<file path="src/rtl/mlx_pkg.sv">
package mlx_pkg;

   // Permission bits as stored in a translation entry, most significant first.
   typedef struct packed {
      logic dirty;
      logic accessed;
      logic global_map;
      logic user;
      logic exec;
      logic write;
      logic read;
   } mlx_perm_t;

   localparam int PERM_W = $bits(mlx_perm_t);
   localparam int LVL_W  = 2;

   // Kind of access, decoded from the low two command bits.
   typedef enum logic [1:0] {
      ACC_LOAD  = 2'b00,
      ACC_STORE = 2'b01,
      ACC_FETCH = 2'b10,
      ACC_RSVD  = 2'b11
   } acc_kind_e;

endpackage

</file>
<file path="src/rtl/mlx_way.sv">
module mlx_way
   import mlx_pkg::*;
#(
   parameter int SEG_W = 9,
   parameter int SEGS  = 3,
   parameter int PPN_W = 44,
   localparam int VPN_W = SEG_W * SEGS
) (
   input  logic             clk,
   input  logic             rst_n,
   input  logic             flush,
   input  logic             wr_sel,
   input  logic [VPN_W-1:0] wr_vpn,
   input  logic [LVL_W-1:0] wr_level,
   input  logic [PPN_W-1:0] wr_ppn,
   input  mlx_perm_t        wr_perm,
   input  logic             wr_pf,
   input  logic [VPN_W-1:0] rd_vpn,
   output logic             match,
   output logic [LVL_W-1:0] ent_level,
   output logic [PPN_W-1:0] ent_ppn,
   output mlx_perm_t        ent_perm,
   output logic             ent_pf
);

   logic             vld_q;
   logic [VPN_W-1:0] tag_q;
   logic [LVL_W-1:0] lvl_q;
   logic [PPN_W-1:0] ppn_q;
   mlx_perm_t        perm_q;
   logic             pf_q;

   // Valid bit: a flush beats a refill in the same cycle.
   always_ff @(posedge clk or negedge rst_n) begin
      if (!rst_n)      vld_q <= 1'b0;
      else if (flush)  vld_q <= 1'b0;
      else if (wr_sel) vld_q <= 1'b1;
   end

   always_ff @(posedge clk) begin
      if (wr_sel && !flush) begin
         tag_q  <= wr_vpn;
         lvl_q  <= wr_level;
         ppn_q  <= wr_ppn;
         perm_q <= wr_perm;
         pf_q   <= wr_pf;
      end
   end

   // Level l compares the top l+1 segments, i.e. segment s counts when s + l >= SEGS-1.
   logic [SEGS-1:0] seg_eq;
   logic [SEGS-1:0] seg_need;
   for (genvar s = 0; s < SEGS; s++) begin : g_seg
      assign seg_eq[s]   = (tag_q[s*SEG_W +: SEG_W] == rd_vpn[s*SEG_W +: SEG_W]);
      assign seg_need[s] = (int'(lvl_q) + s) >= (SEGS - 1);
   end

   logic lvl_ok;
   assign lvl_ok    = int'(lvl_q) < SEGS;
   assign match     = vld_q && lvl_ok && (&(seg_eq | ~seg_need));
   assign ent_level = lvl_q;
   assign ent_ppn   = ppn_q;
   assign ent_perm  = perm_q;
   assign ent_pf    = pf_q;

endmodule

</file>
<file path="src/rtl/mlx_ppn_compose.sv">
module mlx_ppn_compose
   import mlx_pkg::*;
#(
   parameter int SEG_W = 9,
   parameter int SEGS  = 3,
   parameter int PPN_W = 44,
   localparam int VPN_W = SEG_W * SEGS
) (
   input  logic [LVL_W-1:0] level,
   input  logic [PPN_W-1:0] ppn,
   input  logic [VPN_W-1:0] vpn,
   output logic [PPN_W-1:0] phys
);

   // A large page keeps its low (SEGS-1-level) segments from the request address.
   always_comb begin
      phys = ppn;
      for (int s = 0; s < SEGS - 1; s++) begin
         if (s + int'(level) < SEGS - 1) begin
            phys[s*SEG_W +: SEG_W] = vpn[s*SEG_W +: SEG_W];
         end
      end
   end

endmodule

</file>
<file path="src/rtl/mlx_fault_route.sv">
module mlx_fault_route
   import mlx_pkg::*;
(
   input  logic       hit,
   input  logic       pf,
   input  logic [1:0] acc,
   output logic       flt_load,
   output logic       flt_store,
   output logic       flt_fetch
);

   acc_kind_e kind;
   logic      raise;

   assign kind  = acc_kind_e'(acc);
   assign raise = hit && pf;

   always_comb begin
      flt_load  = 1'b0;
      flt_store = 1'b0;
      flt_fetch = 1'b0;
      case (kind)
         ACC_LOAD:  flt_load  = raise;
         ACC_STORE: flt_store = raise;
         ACC_FETCH: flt_fetch = raise;
         default:   ;
      endcase
   end

endmodule

</file>
<file path="src/rtl/mlx_xlat_array.sv">
module mlx_xlat_array
   import mlx_pkg::*;
#(
   parameter int SEG_W = 9,
   parameter int SEGS  = 3,
   parameter int PPN_W = 44,
   parameter int WAYS  = 16,
   localparam int VPN_W = SEG_W * SEGS,
   localparam int IDX_W = $clog2(WAYS)
) (
   input  logic              clk,
   input  logic              rst_n,
   input  logic              flush,
   input  logic              wr_en,
   input  logic [IDX_W-1:0]  wr_way,
   input  logic [VPN_W-1:0]  wr_vpn,
   input  logic [1:0]        wr_level,
   input  logic [PPN_W-1:0]  wr_ppn,
   input  logic [6:0]        wr_perm,
   input  logic              wr_pf,
   input  logic [VPN_W-1:0]  rd_vpn,
   input  logic [1:0]        rd_acc,
   output logic              rd_hit,
   output logic [WAYS-1:0]   rd_hit_vec,
   output logic [PPN_W-1:0]  rd_ppn,
   output logic [6:0]        rd_perm,
   output logic              rd_pf,
   output logic              rd_flt_load,
   output logic              rd_flt_store,
   output logic              rd_flt_fetch
);

   if (SEGS < 2 || SEGS > 4) begin : g_bad_segs
      $error("mlx_xlat_array: SEGS must be 2..4 for a 2-bit level");
   end
   if (WAYS < 2) begin : g_bad_ways
      $error("mlx_xlat_array: WAYS must be at least 2");
   end
   if (PPN_W < SEG_W * (SEGS - 1)) begin : g_bad_ppn
      $error("mlx_xlat_array: PPN_W too narrow for the largest page");
   end

   logic [LVL_W-1:0] lvl_w  [WAYS];
   logic [PPN_W-1:0] ppn_w  [WAYS];
   mlx_perm_t        perm_w [WAYS];
   logic             pf_w   [WAYS];
   logic [WAYS-1:0]  match_w;

   for (genvar w = 0; w < WAYS; w++) begin : g_way
      logic sel;
      assign sel = wr_en && (wr_way == IDX_W'(w));
      mlx_way #(.SEG_W(SEG_W), .SEGS(SEGS), .PPN_W(PPN_W)) u_way (
         .clk       (clk),
         .rst_n     (rst_n),
         .flush     (flush),
         .wr_sel    (sel),
         .wr_vpn    (wr_vpn),
         .wr_level  (wr_level),
         .wr_ppn    (wr_ppn),
         .wr_perm   (mlx_perm_t'(wr_perm)),
         .wr_pf     (wr_pf),
         .rd_vpn    (rd_vpn),
         .match     (match_w[w]),
         .ent_level (lvl_w[w]),
         .ent_ppn   (ppn_w[w]),
         .ent_perm  (perm_w[w]),
         .ent_pf    (pf_w[w])
      );
   end

   // Lowest-index winner: scan downward so the last assignment is the smallest index.
   logic [LVL_W-1:0] sel_lvl;
   logic [PPN_W-1:0] sel_ppn;
   mlx_perm_t        sel_perm;
   logic             sel_pf;
   logic             any_hit;

   always_comb begin
      sel_lvl  = '0;
      sel_ppn  = '0;
      sel_perm = '0;
      sel_pf   = 1'b0;
      any_hit  = 1'b0;
      for (int w = WAYS - 1; w >= 0; w--) begin
         if (match_w[w]) begin
            sel_lvl  = lvl_w[w];
            sel_ppn  = ppn_w[w];
            sel_perm = perm_w[w];
            sel_pf   = pf_w[w];
            any_hit  = 1'b1;
         end
      end
   end

   logic [PPN_W-1:0] phys;
   mlx_ppn_compose #(.SEG_W(SEG_W), .SEGS(SEGS), .PPN_W(PPN_W)) u_compose (
      .level (sel_lvl),
      .ppn   (sel_ppn),
      .vpn   (rd_vpn),
      .phys  (phys)
   );

   mlx_fault_route u_route (
      .hit       (any_hit),
      .pf        (sel_pf),
      .acc       (rd_acc),
      .flt_load  (rd_flt_load),
      .flt_store (rd_flt_store),
      .flt_fetch (rd_flt_fetch)
   );

   assign rd_hit     = any_hit;
   assign rd_hit_vec = match_w;
   assign rd_ppn     = any_hit ? phys : '0;
   assign rd_perm    = sel_perm;
   assign rd_pf      = sel_pf;

endmodule

</file>
<file path="config.mk">
export PLATFORM = sky130hd
export DESIGN_NAME = mlx_xlat_array
export DESIGN_NICKNAME = d
export VERILOG_FILES = /design/src/rtl/mlx_pkg.sv /design/src/rtl/mlx_way.sv /design/src/rtl/mlx_ppn_compose.sv /design/src/rtl/mlx_fault_route.sv /design/src/rtl/mlx_xlat_array.sv
export SDC_FILE = /design/constraint.sdc
export NUM_CORES = 2
export LEC_CHECK = 0
export BUFFER_PORTS_ARGS = -buffer_cell sky130_fd_sc_hd__buf_2
export CORE_MARGIN = 2
export CORE_UTILIZATION = 56
export DETAILED_ROUTE_END_ITERATION = 10
export PLACE_DENSITY = 0.76
export REMOVE_ABC_BUFFERS = 1
export SLEW_MARGIN = 20
export SYNTH_ARGS = -nofsm -noshare
export SYNTH_HDL_FRONTEND = slang
export SYNTH_SLANG_ARGS = --single-unit
</file>
<file path="constraint.sdc">
create_clock -name clk -period 3.05 [get_ports clk]
set_clock_uncertainty 0.2 [all_clocks]
set_input_delay 0.1525 -clock clk [delete_from_list [all_inputs] [get_ports clk]]
set_output_delay 0.1525 -clock clk [all_outputs]
set_load 0.1 [all_outputs]
</file>
# == Yosys cells after proc, flatten, opt, wreduce, memory -nomap -nowiden ==
# Index checks and enable logic that the tools add are counted.
# word_totals
reg_bits,1312
output_inout_bits,72
wordCells,606
# op_classes
n_bitwise,32
n_mux,118
n_reduce_logical,100
n_eq_ne,65
n_addsub,33
magnitude_cmp,66
# op_table
operator,count
$ge 32x3->1 const B,32
$mux 44,17
$eq 9x9->1,48
$mux 7,16
$mux 1,67
$logic_and 1x1->1,65
$add 2x1->3 const B,16
$add 2x2->3 const B,16
$not 3->3,16
$or 3x3->3,16
$reduce_and 3->1,16
$lt 2x2->1 const B,17
$eq 4x4->1 const B,8
$ge 2x2->1 const B,16
$lt 32x3->1 const B,1
$mux 2,16
$reduce_bool 2->1,16
$mux 9,2
$eq 4x3->1 const B,4
$eq 4x2->1 const B,2
$eq 4x1->1 const B,1
$logic_not 4->1,1
$add 1x2->3 const A,1
$eq 2x1->1 const B,1
3 further kinds,3

# == Logic depth before layout (Yosys ltp) ==
# logic_depth
word_depth,26
ltp_mapped,18

# == Hierarchy ==
# From an unflattened synthesis, not the netlist that was laid out.
# unflattened
cells_unflattened,3082
area_unflattened_um2,51877.3
# modules_own_cells
mod,instances,cells_each,seq_area_each_um2,area_per_inst_um2
mlx_way,16,126,2457.4,2792.7
mlx_xlat_array,1,1017,0.0,6730.2
mlx_ppn_compose,1,46,0.0,429.2
mlx_fault_route,1,3,0.0,35.0

# == Worst setup path before layout ==
# OpenSTA, ideal clock, no wires.
# synth_timing
path_type,flip-flop to output port
startpoint,reg g_way[11].u_way.tag_q[13]
endpoint,out rd_flt_fetch
arrival_ns,5.507
setup_slack_ns,-2.810
path_buffers,3
path_stages_with_launch,13
required_time_ns,2.697
path_cell_list,edfxtp_1 > xor2_1 > nor4_2 > nand3_1 > o31a_1 > or2_1 > clkbuf_1 > buf_2 > clkbuf_1 > a211oi_1 > o21ai_1 > and3_1 > nor4b_1
# synth_between
elab_chain_len,18
elab_cells_between_ends,30
# synth_rtl
item,line_no,rtl
start: declaration,mlx_way.sv:27,logic [VPN_W-1:0] tag_q;
start signal: assignment,mlx_way.sv:42,tag_q <= wr_vpn;
$eq 9x9->1 *,mlx_way.sv:54,assign seg_eq[s] = (tag_q[s*SEG_W +: SEG_W] == rd_vpn[s*SEG_W +: SEG_W]);
$or 3x3->3 *,mlx_way.sv:60,assign match = vld_q && lvl_ok && (&(seg_eq | ~seg_need));
$reduce_and 3->1 *,mlx_way.sv:60,
$logic_and 1x1->1 *,mlx_way.sv:60,
$mux 1 (12 in a row),mlx_xlat_array.sv:85,if (match_w[w]) begin
$logic_and 1x1->1 *,mlx_fault_route.sv:16,assign raise = hit && pf;
$mux 1 *,mlx_fault_route.sv:22,case (kind)
end: declaration,mlx_xlat_array.sv:30,output logic rd_flt_fetch
# Mark *: on every way between the ends. The rest lies on a longest branch, timed or not.

# == Worst setup path after layout ==
# layout_timing
startpoint,reg g_way[14].u_way.tag_q[0]
endpoint,out rd_flt_load
# layout_between
elab_chain_len,21
elab_cells_between_ends,36
# layout_rtl
item,line_no,rtl
start: declaration,mlx_way.sv:27,
start signal: assignment,mlx_way.sv:42,
$eq 9x9->1 *,mlx_way.sv:54,
$or 3x3->3 *,mlx_way.sv:60,
$reduce_and 3->1 *,mlx_way.sv:60,
$logic_and 1x1->1 *,mlx_way.sv:60,
$mux 1 (15 in a row),mlx_xlat_array.sv:85,
$logic_and 1x1->1 *,mlx_fault_route.sv:16,
$mux 1 *,mlx_fault_route.sv:22,
end: declaration,mlx_xlat_array.sv:28,"output logic rd_flt_load,"
# Marks and branches as above.

==> flow_summary.ini <==
[status]
status = finished, violations left
violations = setup timing

[clock_network]
clk_latency_ps = 760
cts_num_sinks = 1312
cts_tree = done
cts_root_buffer = clkbuf_16
clk_transition_reported_paths_ps = 60
cts_buffers = 132
cts_buffer_depth = 3
htree_num_levels = 4

[grt]
antenna_found_initial = 2
grt_max_degree = 73
overflow = 0
grt_pass1_vias = 37820
track_usage_pct = 34.25
grt_pass1_wl_mm = 245.9

[cells_and_area]
fin_util_pct = 72.88
drive_gt1_share_pct = 28.06
area_growth_syn_to_layout_pct = 29.09
nets = 4491

[timing]
layout_setup_ws_ps = -1788
max_freq_mhz = 206.7
grt_setup_unrepaired = yes
setup_viol = 72
tightest_slew_ps = 865.8
drv_slew = 0
fin_crit_sh_pct = 158.6
slew_headroom_pct = 42.14
period_needed_ps = 4838
hold_violations = 0

[placed_design]
post-place-ws_ps = -1395
place_hpwl_mm = 99.87
port_buffers = 189
gp_congestion = 0.9411

[pwr]
fin_total_pwr_w = 0.03728
power.leakage_nw = 23.57
power_density_nw_per_um2 = 539.1
worst_ir_drop_vdd_mv = 0.8860

[die]
coreArea_um2 = 94870
dieArea_um2 = 98140
chipWidth_um = 313.3
initial_core_util_pct = 56.46
rows = 113
ioPinCount = 190
die_y_um = 313.3

[min_path]
min_path_type = input port to register

[yosys]
synth_xor_area_share_pct = 7.064
synth_flop_cell = edfxtp_1
syn_avg_cell_area_um2 = 14.98
yosysWarnings = 0
ys_seq_area_share_pct = 73.41
synth_top_family_by_area = compound AO/OA/AOI/OAI gates
synth_mux_area_share_pct = 0.3013
synth_area_um2 = 53560
async_flop_share_pct = 1.220
synthAdderAreaFrac_pct = 0
ys_ff_latch = 1312
synth.top_cells.by_count = edfxtp_1 (1296), a21oi_1 (233), xnor2_1 (218)
synth_area_leaders = edfxtp_1 (73%), xnor2_1 (3.6%), xor2_1 (3.5%)
synthSimpleGateAreaFrac_pct = 7.206
yosysMostFrequentCell = edfxtp_1
synth-compound-area-share_pct = 9.285
post-synth-top-area-cell = edfxtp_1
synth_edf_count = 1296
synth.distinct_cells = 86
netlist.area_leader.share_pct = 72.66
syn_inst = 3575

[critical_path]
path_cells = xnor2_2 -> nand4_1 -> nor4_4 -> buf_6 -> a211o_4 -> buf_6 -> a211oi_4 -> buf_12 -> buf_12 -> buf_12 -> a22oi_2 -> o211ai_1 -> o21ai_1 -> a211oi_2 -> o21ai_1 -> and3_4 -> buf_4 -> nor4_4 -> buf_4 -> buf_12
end_kind = primary output
crit_path_max_fanout = 5
critical_path.slowest_cell = edfxtp_1
cpMostUsedCell = buf_12
worst-setup-path-type = register to primary output
slowest_delay_ps = 450
cp.required_ps = 2700
cp_data_arrival_time_ps = 4490
start_kind = register

[routing]
routedWlPerCell_um = 29.71
vias_per_cell = 6.524
drtIter0Drc = 5984
drt_wl_total_mm = 170.8
first_pass_iters = 8
ant_nets = 0
via_count = 37500
drc = 0

[flow_run]
drv_cap = 0
area by class of cell:
cell class                 instances  area (um2)
clock inverter                    78       729.5
clock buffer                     162        3437
tap                             1265        1583
inverter                          53       264.0
sequential                      1312       39320
fill                            5257       25730
timing repair buffer             891        9428
multi-input combinational       1983       14380
antenna                            4       10.01
sequential cells by signal, indices dropped and copies added, names as in the netlist:
| name | flops |
|---|---|
| g_way.u_way.ent_level | 32 |
| g_way.u_way.ent_perm | 112 |
| g_way.u_way.ent_pf | 16 |
| g_way.u_way.ent_ppn | 704 |
| g_way.u_way.tag_q | 432 |
| g_way.u_way.vld_q | 16 |
what timing repair did:
item | in CTS | in global routing
pin swaps | 109 | 109
gates resized for setup | 308 | 145
gates cloned | 8 | 0
endpoints found under the hold margin | 1343 | 0
setup endpoints to repair | 72 | 72
setup buffers | 52 | 24
hold buffers | 96 | 0
per-stage QoR:
step	hold slack, ps	TNS [ps]	instance area (um2)	instances
2_1_floorplan	-343.1	-2329520	52300	3347
3_3_place_gp	-112.7	-66640	61220	5333
3_5_place_dp	-109.8	-67000	61220	5333
4_1_cts	84.10	-91200	68340	5725
5_1_grt	115.7	-105860	69130	5744
6_report	119.2	-96560	69140	5748
routing by layer:
| layer | wire length, um | global-route usage [%] | vias up |
|---|---|---|---|
| met1 | 57420 | 43.40 | 18350 |
| met4 | 9537 | 17.42 | 4 |
| met5 | 21 | 0 | - |
| met2 | 81530 | 55.36 | 3130 |
| met3 | 22270 | 8.356 | 651 |
| li1 | - | - | 15370 |
placed cells by master (no fill, tap or decap), types with 117 or more instances in the layout:
master     instances
xor2_1           210
edfxtp_1        1296
xnor2_1          208
nor2_1           166
buf_12           182
buf_2            117
nand2_1          168
clkbuf_16        133
buf_4            432
a21oi_1          196
worst paths after layout:
path	start	end	slack [ps]	cells past startpoint
worst max-delay path	g_way[14].u_way.tag_q[0]	rd_flt_load	-1790	20
max in group asynchronous	rst_n	g_way[3].u_way.vld_q	1740	3
worst min register to register	g_way[5].u_way.vld_q	g_way[5].u_way.vld_q	350	2
min in group asynchronous	rst_n	g_way[11].u_way.vld_q	380	3
worst max register to register	g_way[15].u_way.vld_q	g_way[15].u_way.vld_q	1570	3
worst min-delay path	wr_ppn[25]	g_way[11].u_way.ent_ppn[25]	120	2
where the power goes:
part / internal, W / switching (W)
combinational: 0.000556 / 0.000905
sequential: 0.0200 / 0.0000751
clock: 0.00852 / 0.00720
total: 0.0291 / 0.00818
cells by family after synthesis:
kind of cell	after synthesis
flip-flops	1312
AND/OR/NAND/NOR	782
AO/OA/AOI/OAI	752
XOR/XNOR	432
buffers and inverters	281
multiplexers	16
worst max-delay path: cells and delay by family (launching register included):
family / cells / cell delay, ps
AO/OA/AOI/OAI: 7 / 1290
buffers and inverters: 8 / 1170
AND/OR/NAND/NOR: 4 / 600
flip-flops: 1 / 450
XOR/XNOR: 1 / 190
(Power assumes the default switching activity.)
